File: src/rtl/desc_ring_pkg.sv
package desc_ring_pkg;

    typedef enum logic [2:0] {
        ST_IDLE,
        ST_CHECK,
        ST_FETCH,
        ST_WAIT,
        ST_HAND,
        ST_SUSP
    } ring_state_e;

    localparam logic [1:0] REG_CTRL = 2'd0;
    localparam logic [1:0] REG_BASE = 2'd1;
    localparam logic [1:0] REG_LEN  = 2'd2;
    localparam logic [1:0] REG_TAIL = 2'd3;

endpackage

File: src/rtl/desc_ring_regs.sv
module desc_ring_regs
    import desc_ring_pkg::*;
#(
    parameter int AW = 32,
    parameter int LW = 8
) (
    input  logic          clk,
    input  logic          rst_n,
    input  logic          cfg_we,
    input  logic [1:0]    cfg_addr,
    input  logic [AW-1:0] cfg_wdata,
    output logic          start_q,
    output logic          start_rise,
    output logic [AW-1:0] base_q,
    output logic [LW-1:0] len_q,
    output logic [AW-1:0] tail_q
);

    logic unused_wdata_bits;
    assign unused_wdata_bits = ^cfg_wdata[AW-1:LW];

    // pulse that rewinds the pointer when the engine is switched on
    assign start_rise = cfg_we && (cfg_addr == REG_CTRL) && cfg_wdata[0] && !start_q;

    always_ff @(posedge clk or negedge rst_n) begin
        if (!rst_n) begin
            start_q <= 1'b0;
            base_q  <= '0;
            len_q   <= '0;
            tail_q  <= '0;
        end else if (cfg_we) begin
            unique case (cfg_addr)
                REG_CTRL: start_q <= cfg_wdata[0];
                REG_BASE: base_q  <= cfg_wdata;
                REG_LEN:  len_q   <= cfg_wdata[LW-1:0];
                REG_TAIL: tail_q  <= cfg_wdata;
                default:  ;
            endcase
        end
    end

endmodule

File: src/rtl/desc_ring_ptr.sv
module desc_ring_ptr #(
    parameter int AW    = 32,
    parameter int LW    = 8,
    parameter int SHIFT = 4
) (
    input  logic          clk,
    input  logic          rst_n,
    input  logic          clr,
    input  logic          adv,
    input  logic [AW-1:0] base,
    input  logic [LW-1:0] len,
    output logic [AW-1:0] cur_ptr
);

    logic [LW-1:0] idx_q;
    logic [LW:0]   idx_nxt;
    logic          at_end;

    assign idx_nxt = {1'b0, idx_q} + 1'b1;
    assign at_end  = idx_nxt >= {1'b0, len};

    always_ff @(posedge clk or negedge rst_n) begin
        if (!rst_n) begin
            idx_q <= '0;
        end else if (clr) begin
            idx_q <= '0;
        end else if (adv) begin
            idx_q <= at_end ? '0 : idx_nxt[LW-1:0];
        end
    end

    assign cur_ptr = base + (AW'(idx_q) << SHIFT);

endmodule

File: src/rtl/desc_ring_fsm.sv
module desc_ring_fsm
    import desc_ring_pkg::*;
#(
    parameter int DW = 128
) (
    input  logic          clk,
    input  logic          rst_n,
    input  logic          start_q,
    input  logic          ptr_eq,
    input  logic          rd_req_ready,
    input  logic          rd_rsp_valid,
    input  logic [DW-1:0] rd_rsp_data,
    input  logic          dsc_ready,
    output logic          rd_req_valid,
    output logic          dsc_valid,
    output logic [DW-1:0] dsc_data,
    output logic          adv,
    output logic          suspended
);

    ring_state_e state_q, state_d;
    logic [DW-1:0] data_q;

    always_comb begin
        state_d = state_q;
        unique case (state_q)
            ST_IDLE:  if (start_q) state_d = ST_CHECK;
            ST_CHECK: begin
                if (!start_q)    state_d = ST_IDLE;
                else if (ptr_eq) state_d = ST_SUSP;
                else             state_d = ST_FETCH;
            end
            ST_FETCH: if (rd_req_ready) state_d = ST_WAIT;
            ST_WAIT:  if (rd_rsp_valid) state_d = ST_HAND;
            ST_HAND:  if (dsc_ready)    state_d = ST_CHECK;
            ST_SUSP: begin
                if (!start_q)     state_d = ST_IDLE;
                else if (!ptr_eq) state_d = ST_CHECK;
            end
            default: state_d = ST_IDLE;
        endcase
    end

    always_ff @(posedge clk or negedge rst_n) begin
        if (!rst_n) begin
            state_q <= ST_IDLE;
            data_q  <= '0;
        end else begin
            state_q <= state_d;
            if (state_q == ST_WAIT && rd_rsp_valid) data_q <= rd_rsp_data;
        end
    end

    always_comb begin
        rd_req_valid = 1'b0;
        dsc_valid    = 1'b0;
        suspended    = 1'b0;
        unique case (state_q)
            ST_FETCH: rd_req_valid = 1'b1;
            ST_HAND:  dsc_valid    = 1'b1;
            ST_SUSP:  suspended    = 1'b1;
            default:  ;
        endcase
    end

    assign adv      = dsc_valid && dsc_ready;
    assign dsc_data = data_q;

endmodule

File: src/rtl/desc_ring_ctrl.sv
module desc_ring_ctrl #(
    parameter int AW         = 32,
    parameter int DW         = 128,
    parameter int LW         = 8,
    parameter int DESC_BYTES = 16
) (
    input  logic          clk,
    input  logic          rst_n,
    input  logic          cfg_we,
    input  logic [1:0]    cfg_addr,
    input  logic [AW-1:0] cfg_wdata,
    output logic          rd_req_valid,
    input  logic          rd_req_ready,
    output logic [AW-1:0] rd_req_addr,
    input  logic          rd_rsp_valid,
    input  logic [DW-1:0] rd_rsp_data,
    output logic          dsc_valid,
    input  logic          dsc_ready,
    output logic [DW-1:0] dsc_data,
    output logic [AW-1:0] cur_ptr,
    output logic          suspended
);

    localparam int SHIFT = $clog2(DESC_BYTES);

    logic          start_q;
    logic          start_rise;
    logic [AW-1:0] base_q;
    logic [LW-1:0] len_q;
    logic [AW-1:0] tail_q;
    logic          adv;
    logic          ptr_eq;

    desc_ring_regs #(.AW(AW), .LW(LW)) regs_i (
        .clk        (clk),
        .rst_n      (rst_n),
        .cfg_we     (cfg_we),
        .cfg_addr   (cfg_addr),
        .cfg_wdata  (cfg_wdata),
        .start_q    (start_q),
        .start_rise (start_rise),
        .base_q     (base_q),
        .len_q      (len_q),
        .tail_q     (tail_q)
    );

    desc_ring_ptr #(.AW(AW), .LW(LW), .SHIFT(SHIFT)) ptr_i (
        .clk     (clk),
        .rst_n   (rst_n),
        .clr     (start_rise),
        .adv     (adv),
        .base    (base_q),
        .len     (len_q),
        .cur_ptr (cur_ptr)
    );

    assign ptr_eq      = (cur_ptr == tail_q);
    assign rd_req_addr = cur_ptr;

    desc_ring_fsm #(.DW(DW)) fsm_i (
        .clk          (clk),
        .rst_n        (rst_n),
        .start_q      (start_q),
        .ptr_eq       (ptr_eq),
        .rd_req_ready (rd_req_ready),
        .rd_rsp_valid (rd_rsp_valid),
        .rd_rsp_data  (rd_rsp_data),
        .dsc_ready    (dsc_ready),
        .rd_req_valid (rd_req_valid),
        .dsc_valid    (dsc_valid),
        .dsc_data     (dsc_data),
        .adv          (adv),
        .suspended    (suspended)
    );

endmodule

File: config.mk
export PLATFORM = sky130hd
export DESIGN_NAME = desc_ring_ctrl
export DESIGN_NICKNAME = d
export VERILOG_FILES = /design/src/rtl/desc_ring_pkg.sv /design/src/rtl/desc_ring_regs.sv /design/src/rtl/desc_ring_ptr.sv /design/src/rtl/desc_ring_fsm.sv /design/src/rtl/desc_ring_ctrl.sv
export SDC_FILE = /design/constraint.sdc
export NUM_CORES = 1
export LEC_CHECK = 0
export ABC_AREA = 1
export BUFFER_PORTS_ARGS = -buffer_cell sky130_fd_sc_hd__buf_2
export CAP_MARGIN = 15
export CORE_MARGIN = 2
export CORE_UTILIZATION = 47
export CTS_BUF_LIST = sky130_fd_sc_hd__clkbuf_8
export CTS_CLUSTER_SIZE = 14
export DETAILED_ROUTE_END_ITERATION = 7
export PLACE_DENSITY = 0.78
export RECOVER_POWER = 25
export SYNTH_ARGS = -nofsm -noshare
export SYNTH_HDL_FRONTEND = slang
export SYNTH_SLANG_ARGS = --single-unit
export TNS_END_PERCENT = 30
File: constraint.sdc
create_clock -name clk -period 2.2 [get_ports clk]
set_input_delay 0.33 -clock clk [delete_from_list [all_inputs] [get_ports clk]]
set_output_delay 0.33 -clock clk [all_outputs]
set_load 0.05 [all_outputs]
# After elaboration in Yosys (flattened, before gate mapping)
# Index checks and enable logic that the tools add are counted.
[totals]
ff_bits = 212
word_cells = 53
[op_classes]
addsub = 2
magnitude_cmp = 1
eq_ne = 14
mux = 15
n_reduce_logical = 14
[op_table]
columns = ["cell", "n"]
rows = [
  ["$add 32x12->32", 1],
  ["$eq 32x32->1", 1],
  ["$mux 3", 8],
  ["$mux 8", 3],
  ["$pmux 3 s6", 1],
  ["$add 8x1->9 const B", 1],
  ["$ge 9x8->1", 1],
  ["$ne 2x2->1 const B", 4],
  ["$reduce_and 2->1", 4],
  ["$eq 3x2->1 const B", 2],
  ["$eq 3x3->1 const B", 2],
  ["$logic_and 1x1->1", 5],
  ["$reduce_and 5->1", 1],
  ["$eq 2x2->1 const B", 2],
  ["$eq 3x1->1 const B", 1],
  ["$logic_not 3->1", 1],
  ["$mux 1", 3],
  ["$ne 3x3->1 const B", 1],
  ["$eq 2x1->1 const B", 1],
  ["$logic_not 2->1", 1],
  ["$reduce_bool 2->1", 1],
  ["$logic_not 1->1", 1],
]

# Longest topological paths before layout
[depth]
depth_word = 5
mapped_depth = 22
depth_no_buf = 22

# By module
# A second synthesis with hierarchy kept.
[unflattened]
hier_cells = 1457
hier_area_um2 = 11240.8
[by_module_without_submodules]
columns = ["mod", "n_inst", "cells_each", "area_per_inst_um2", "seq_area_each_um2"]
rows = [
  ["desc_ring_fsm", 1, 599, 5437.7, 3278.1],
  ["desc_ring_regs", 1, 329, 2999.1, 1826.8],
  ["desc_ring_ptr", 1, 329, 1918.1, 200.2],
  ["desc_ring_ctrl", 1, 200, 885.8, 0.0],
]

# Least setup slack after synthesis
# Ideal clock, no wire load.
[synth_path]
path_type = "register to register"
from = "reg ptr_i.idx_q[0]"
to = "reg fsm_i.state_q[0]"
arrival_time_ps = 2683
required_time_ps = 2083
setup_slack_ps = -600
stages_incl_launch_ff = 20
cell_sequence = "dfrtp_1 ha_1 fa_1 inv_1 nand2_1 nand2_1 nor2_1 nand2_1 nor2_1 nand2_1 nor2_1 nand2_1 nor2_1 nand3_1 nor2_2 nand3_2 nor2_4 a21boi_2 nand2_1 nand2_1"
[synth_via]
elab_chain_cells = 5
[synth_lines]
columns = ["item", "line_no", "source"]
rows = [
  ["from (decl)", "desc_ring_ptr.sv:15", "logic [LW-1:0] idx_q;"],
  ["from (signal assigned)", "desc_ring_ptr.sv:28", "idx_q <= at_end ? '0 : idx_nxt[LW-1:0];"],
  ["$add 32x12->32 *", "desc_ring_ptr.sv:32", "assign cur_ptr = base + (AW'(idx_q) << SHIFT);"],
  ["via cur_ptr[5]", "desc_ring_ctrl.sv:20", "output logic [AW-1:0] cur_ptr,"],
  ["$eq 32x32->1 *", "desc_ring_ctrl.sv:57", "assign ptr_eq = (cur_ptr == tail_q);"],
  ["$mux 3", "desc_ring_fsm.sv:30", "else if (ptr_eq) state_d = ST_SUSP;"],
  ["$mux 3", "desc_ring_fsm.sv:29", "if (!start_q) state_d = ST_IDLE;"],
  ["$pmux 3 s6", "desc_ring_fsm.sv:26", "unique case (state_q)"],
  ["to (signal assigned)", "desc_ring_fsm.sv:49", "state_q <= state_d;"],
  ["to (decl)", "desc_ring_fsm.sv:21", "ring_state_e state_q, state_d;"],
]
# The timed path passes the listed nets; every way through them passes the cells marked *.
# A chain may end at the register's enable or synchronous reset.

# Worst setup path in the final report
[layout_path]
from = "reg regs_i.base_q[4]"
to = "out cur_ptr[28]"
[layout_via]
elab_chain_cells = 1
[layout_lines]
columns = ["item", "line_no", "source"]
rows = [
  ["from (decl)", "desc_ring_regs.sv:14", "output logic [AW-1:0] base_q,"],
  ["from (signal assigned)", "desc_ring_regs.sv:34", "REG_BASE: base_q <= cfg_wdata;"],
  ["$add 32x12->32", "desc_ring_ptr.sv:32", ""],
  ["to (decl)", "desc_ring_ctrl.sv:20", ""],
]
# Every way passes these cells.

==> reports/results.md <==
* 50.0% — switch share
* 18.4 um — detailed-route wire length per cell
* 130% — part of the cycle the worst path needs
* 10,463 — via count
* 0 — total overflow reported by the global router
* 37 — Yosys cell types
* 16.7% — Clock Power Share
* 47.0% — layout cells sized above 1
* 0 — number of nets with antenna violations after routing
* 55 — floorplan row count
* 49.8% — portion of the post-synthesis area used by sequential elements
* 0.0239 sq mm — Die Outline Area
* register to primary output — crit path kind
* 0 — Yosys warnings
* 0.55 ns — clock latency on the worst-skew pair
* 23,200 um — post-detailed-placement half-perimeter wirelength
* -26.1% — worst relative slew slack
* 155 um — Die Span Y
* -32.38 ns — total negative slack for setup checks
* 9.16 sq um — synthesized area divided by synthesized cell count
* 349 MHz — Achievable Freq
* 362 — number of port buffers
* 2.87 ns — fin crit period
* 5.23 — number of vias per cell
* 1.87 ns — data required time at the worst endpoint
* capacitance limit, slew limit, setup timing — violated checks
* sky130_fd_sc_hd__nand2_1 — cell with the most instances after synthesis
* 49.8% — area share of the largest cell type after synthesis
* 10,789 — number of global-route vias before repair
* 11.4 mW — Switching Power
* sky130_fd_sc_hd__dfrtp_1 — top_reg_cell synth
* 1,552 — Filler Cell Count
* 1,163 — Syn Inst Count
* 1,349 — Net Count, Synth
* 36,900 um — Total Routed Length
* 155 um — Die X
* 28.0% — Sequential Power Share
* 0 — drt drc
* ha_2 -> fa_2 -> nand2_2 -> nand2_4 -> nand3_4 -> nand2_8 -> nand2_4 -> nand2_4 -> nand2_4 -> buf_6 -> clkinvlp_4 -> buf_8 — cells along the critical path
* 212 — Yosys reg bits
* ptr_i.idx_q[3] — startpoint of the worst-slack reg-to-reg timing path
* 0 — number of enable-type register cells in the synthesized netlist
* 5 — first-pass detailed-route iteration total
* 0.40 ns — largest incremental delay on the critical path
* 0.07 ns — clock-pin slew on the worst setup and hold paths
* 8.36 nW — static leakage power
* 0.0174 ns — clock skew
* 11.4 mW — internal power
* 29.5% — gr usage total
* yes — CTS tree
* 2 — # H-tree levels
* 65 — Slew Viols, Final
* 55.4% — proportion of power drawn by combinational gates
* 0.00531 sq mm — register cell area after layout
* 47.5% — Initial Utilization
* sky130_fd_sc_hd__dfrtp_1 — cell type with the largest total area after synthesis
* 0.00497 sq mm — area used by multi-input combinational logic
* -0.668 ns — setup slack of the critical path after layout
* 100% — fraction of registers with async set/reset
* 212 — Sink Count
* regs_i.base_q[4] — Critical path origin
* 68 — pin count of the biggest net entering global routing
* rd_rsp_data[6] — startpoint of the worst hold path
* 0 — number of failing hold endpoints at the final stage
* 3 — Max Buffers Root-to-Sink
* 0.0107 sq mm — Synth Cell Area
* finished with violations — run status
* 1430 mW/mm^2 — total power divided by cell area
* 0.0224 sq mm — Floorplan Core Area
* yes — setup repair after global routing missed its margin
* primary output — Setup crit end kind
* sky130_fd_sc_hd__clkbuf_8 — Root Driver
* 2.54 ns — CP Data Arrival Time
* 1.89 ns — slew at the pin closest to its max-slew limit
* sky130_fd_sc_hd__dfrtp_1 50%, sky130_fd_sc_hd__mux2_2 14%, sky130_fd_sc_hd__nand2_1 11% — cell types occupying the most area after synthesis
* register — CP startpoint kind
* 1.37 mV — worst IR drop on VDD
* sky130_fd_sc_hd__dfrtp_1 — highest-delay cell along the critical path
* 55,600 um — global-route wire length before repair
* 1 — Maximum Capacitance Violations
* 711 — initial drt markers
* 301 x sky130_fd_sc_hd__nand2_1, 212 x sky130_fd_sc_hd__dfrtp_1, 150 x sky130_fd_sc_hd__inv_1 — most frequent cells after synthesis
* input pin to register — kind of path behind the tightest hold check
* 0.0161 ns — Final Hold Slack
* 49.2% — layout overhead on the synthesized area
* 1,868 — NumNets Final
* sky130_fd_sc_hd__nand2_4 — cell repeated most along the worst path
* 363 — number of top-level pins
* 65 — count of final setup violators
* 8 — Crit Path Max Fanout
* 0.876 — placer congestion estimate
* 10 — antenna violations before repair
* 39 — CTS Buf Count
[per-layer routing]
| metal | global-route usage, % | up-vias | wire length [um] |
|---|---|---|---|
| met5 | 0 | - | 26 |
| met2 | 51.9 | 528 | 19000 |
| met4 | 15.2 | 4 | 1950 |
| met1 | 32.2 | 5046 | 12600 |
| met3 | 8.94 | 142 | 3280 |
| li1 | - | 4743 | - |
[kinds of logic (layout without fill, tap and decap cells)]
kind of cell	after synthesis	after routing	share of synthesized area, %
other	0	9	0
muxes	128	128	13.5
buffers and inverters	219	764	9.00
xor gates and xnor gates	9	9	0.881
adders and majority gates	18	18	2.18
and+or+nand+nor	483	483	19.8
DFF	212	212	49.8
AOI/OAI and AO/OA	94	94	4.76
[cells in the final DEF, fill, tap and decap left out, drive strengths merged]
cell / instances
nor4: 1
mux2: 128
nor3: 10
nand3: 87
o31ai: 1
o32ai: 4
nor2: 55
a31oi: 1
xnor2: 2
nand4: 4
clkinvlp: 3
nand3b: 10
clkbuf: 53
nand2: 314
or2: 2
dlygate4sd3: 71
ha: 17
clkinv: 5
fa: 1
a21oi: 7
inv: 165
diode: 9
xnor3: 1
buf: 467
xor2: 6
o22ai: 1
dfrtp: 212
o21ai: 78
a21o: 1
a21boi: 1
[through the flow]
step / total power [mW] / setup WS (ns) / std cells / cell area, sq um / util (%)
after CTS: 22.1 / -0.643 / 1980 / 15500 / 69.1
final: 22.8 / -0.668 / 2002 / 15900 / 70.9
after detailed placement: 17.6 / -0.467 / 1832 / 13300 / 59.3
after global routing: 23.8 / -0.809 / 2002 / 15900 / 70.9
after global placement: 17.3 / -0.376 / 1832 / 13300 / 59.3
after floorplan: 14.6 / -0.428 / 1163 / 10800 / -
[power groups by stage]
stage / registers [mW] / logic (mW) / clock network [mW]
2_1_floorplan: 10.3 / 4.28 / 0
3_3_place_gp: 6.15 / 11.1 / 0
3_5_place_dp: 6.25 / 11.3 / 0
4_1_cts: 6.25 / 12.1 / 3.83
5_1_grt: 6.51 / 13.2 / 4.05
6_report: 6.37 / 12.6 / 3.79
[timing repair]
action | 4_1_cts | 5_1_grt
endpoints found under the hold margin | 129 | 4
setup endpoints to repair | 65 | 65
pin swaps | 25 | 33
resized for setup | 184 | 78
hold buffers | 67 | 4
gates cloned | 0 | 0
buffers inserted | 14 | 9
[worst paths after layout]
check                               endpoint  slack (ns)  cells after the start
max in group asynchronous   regs_i.base_q[5]        0.11                      2
max reg2reg                 fsm_i.state_q[0]       -0.59                     18
min in group asynchronous   regs_i.base_q[0]        0.85                      2
max                              cur_ptr[28]       -0.67                     12
min                        fsm_i.dsc_data[6]        0.02                      2
min reg2reg                  regs_i.len_q[3]        0.49                      2
[critical path, delay by kind of cell, from the launching register on]
kind,cells,cell delay [ns]
DFF,1,0.40
adders and majority gates,2,0.59
and+or+nand+nor,7,0.61
buffers and inverters,3,0.37
[sequential cells by signal (all words and copies together), names as in the netlist]
name            count
regs_i.start_q      1
ptr_i.idx_q         8
fsm_i.state_q       3
regs_i.len_q        8
regs_i.base_q      32
regs_i.tail_q      32
fsm_i.dsc_data    128
[area by class of cell]
cell class / count / area share (%)
clock buffers: 50 / 4.33
flip-flops and latches: 212 / 33.4
clock inverters: 17 / 0.551
well taps: 285 / 2.24
multi-input cells: 732 / 31.3
repair buffers: 541 / 24.3
diodes: 9 / 0.142
inverters: 156 / 3.75
Note: power is estimated with default switching activity, not from simulation.
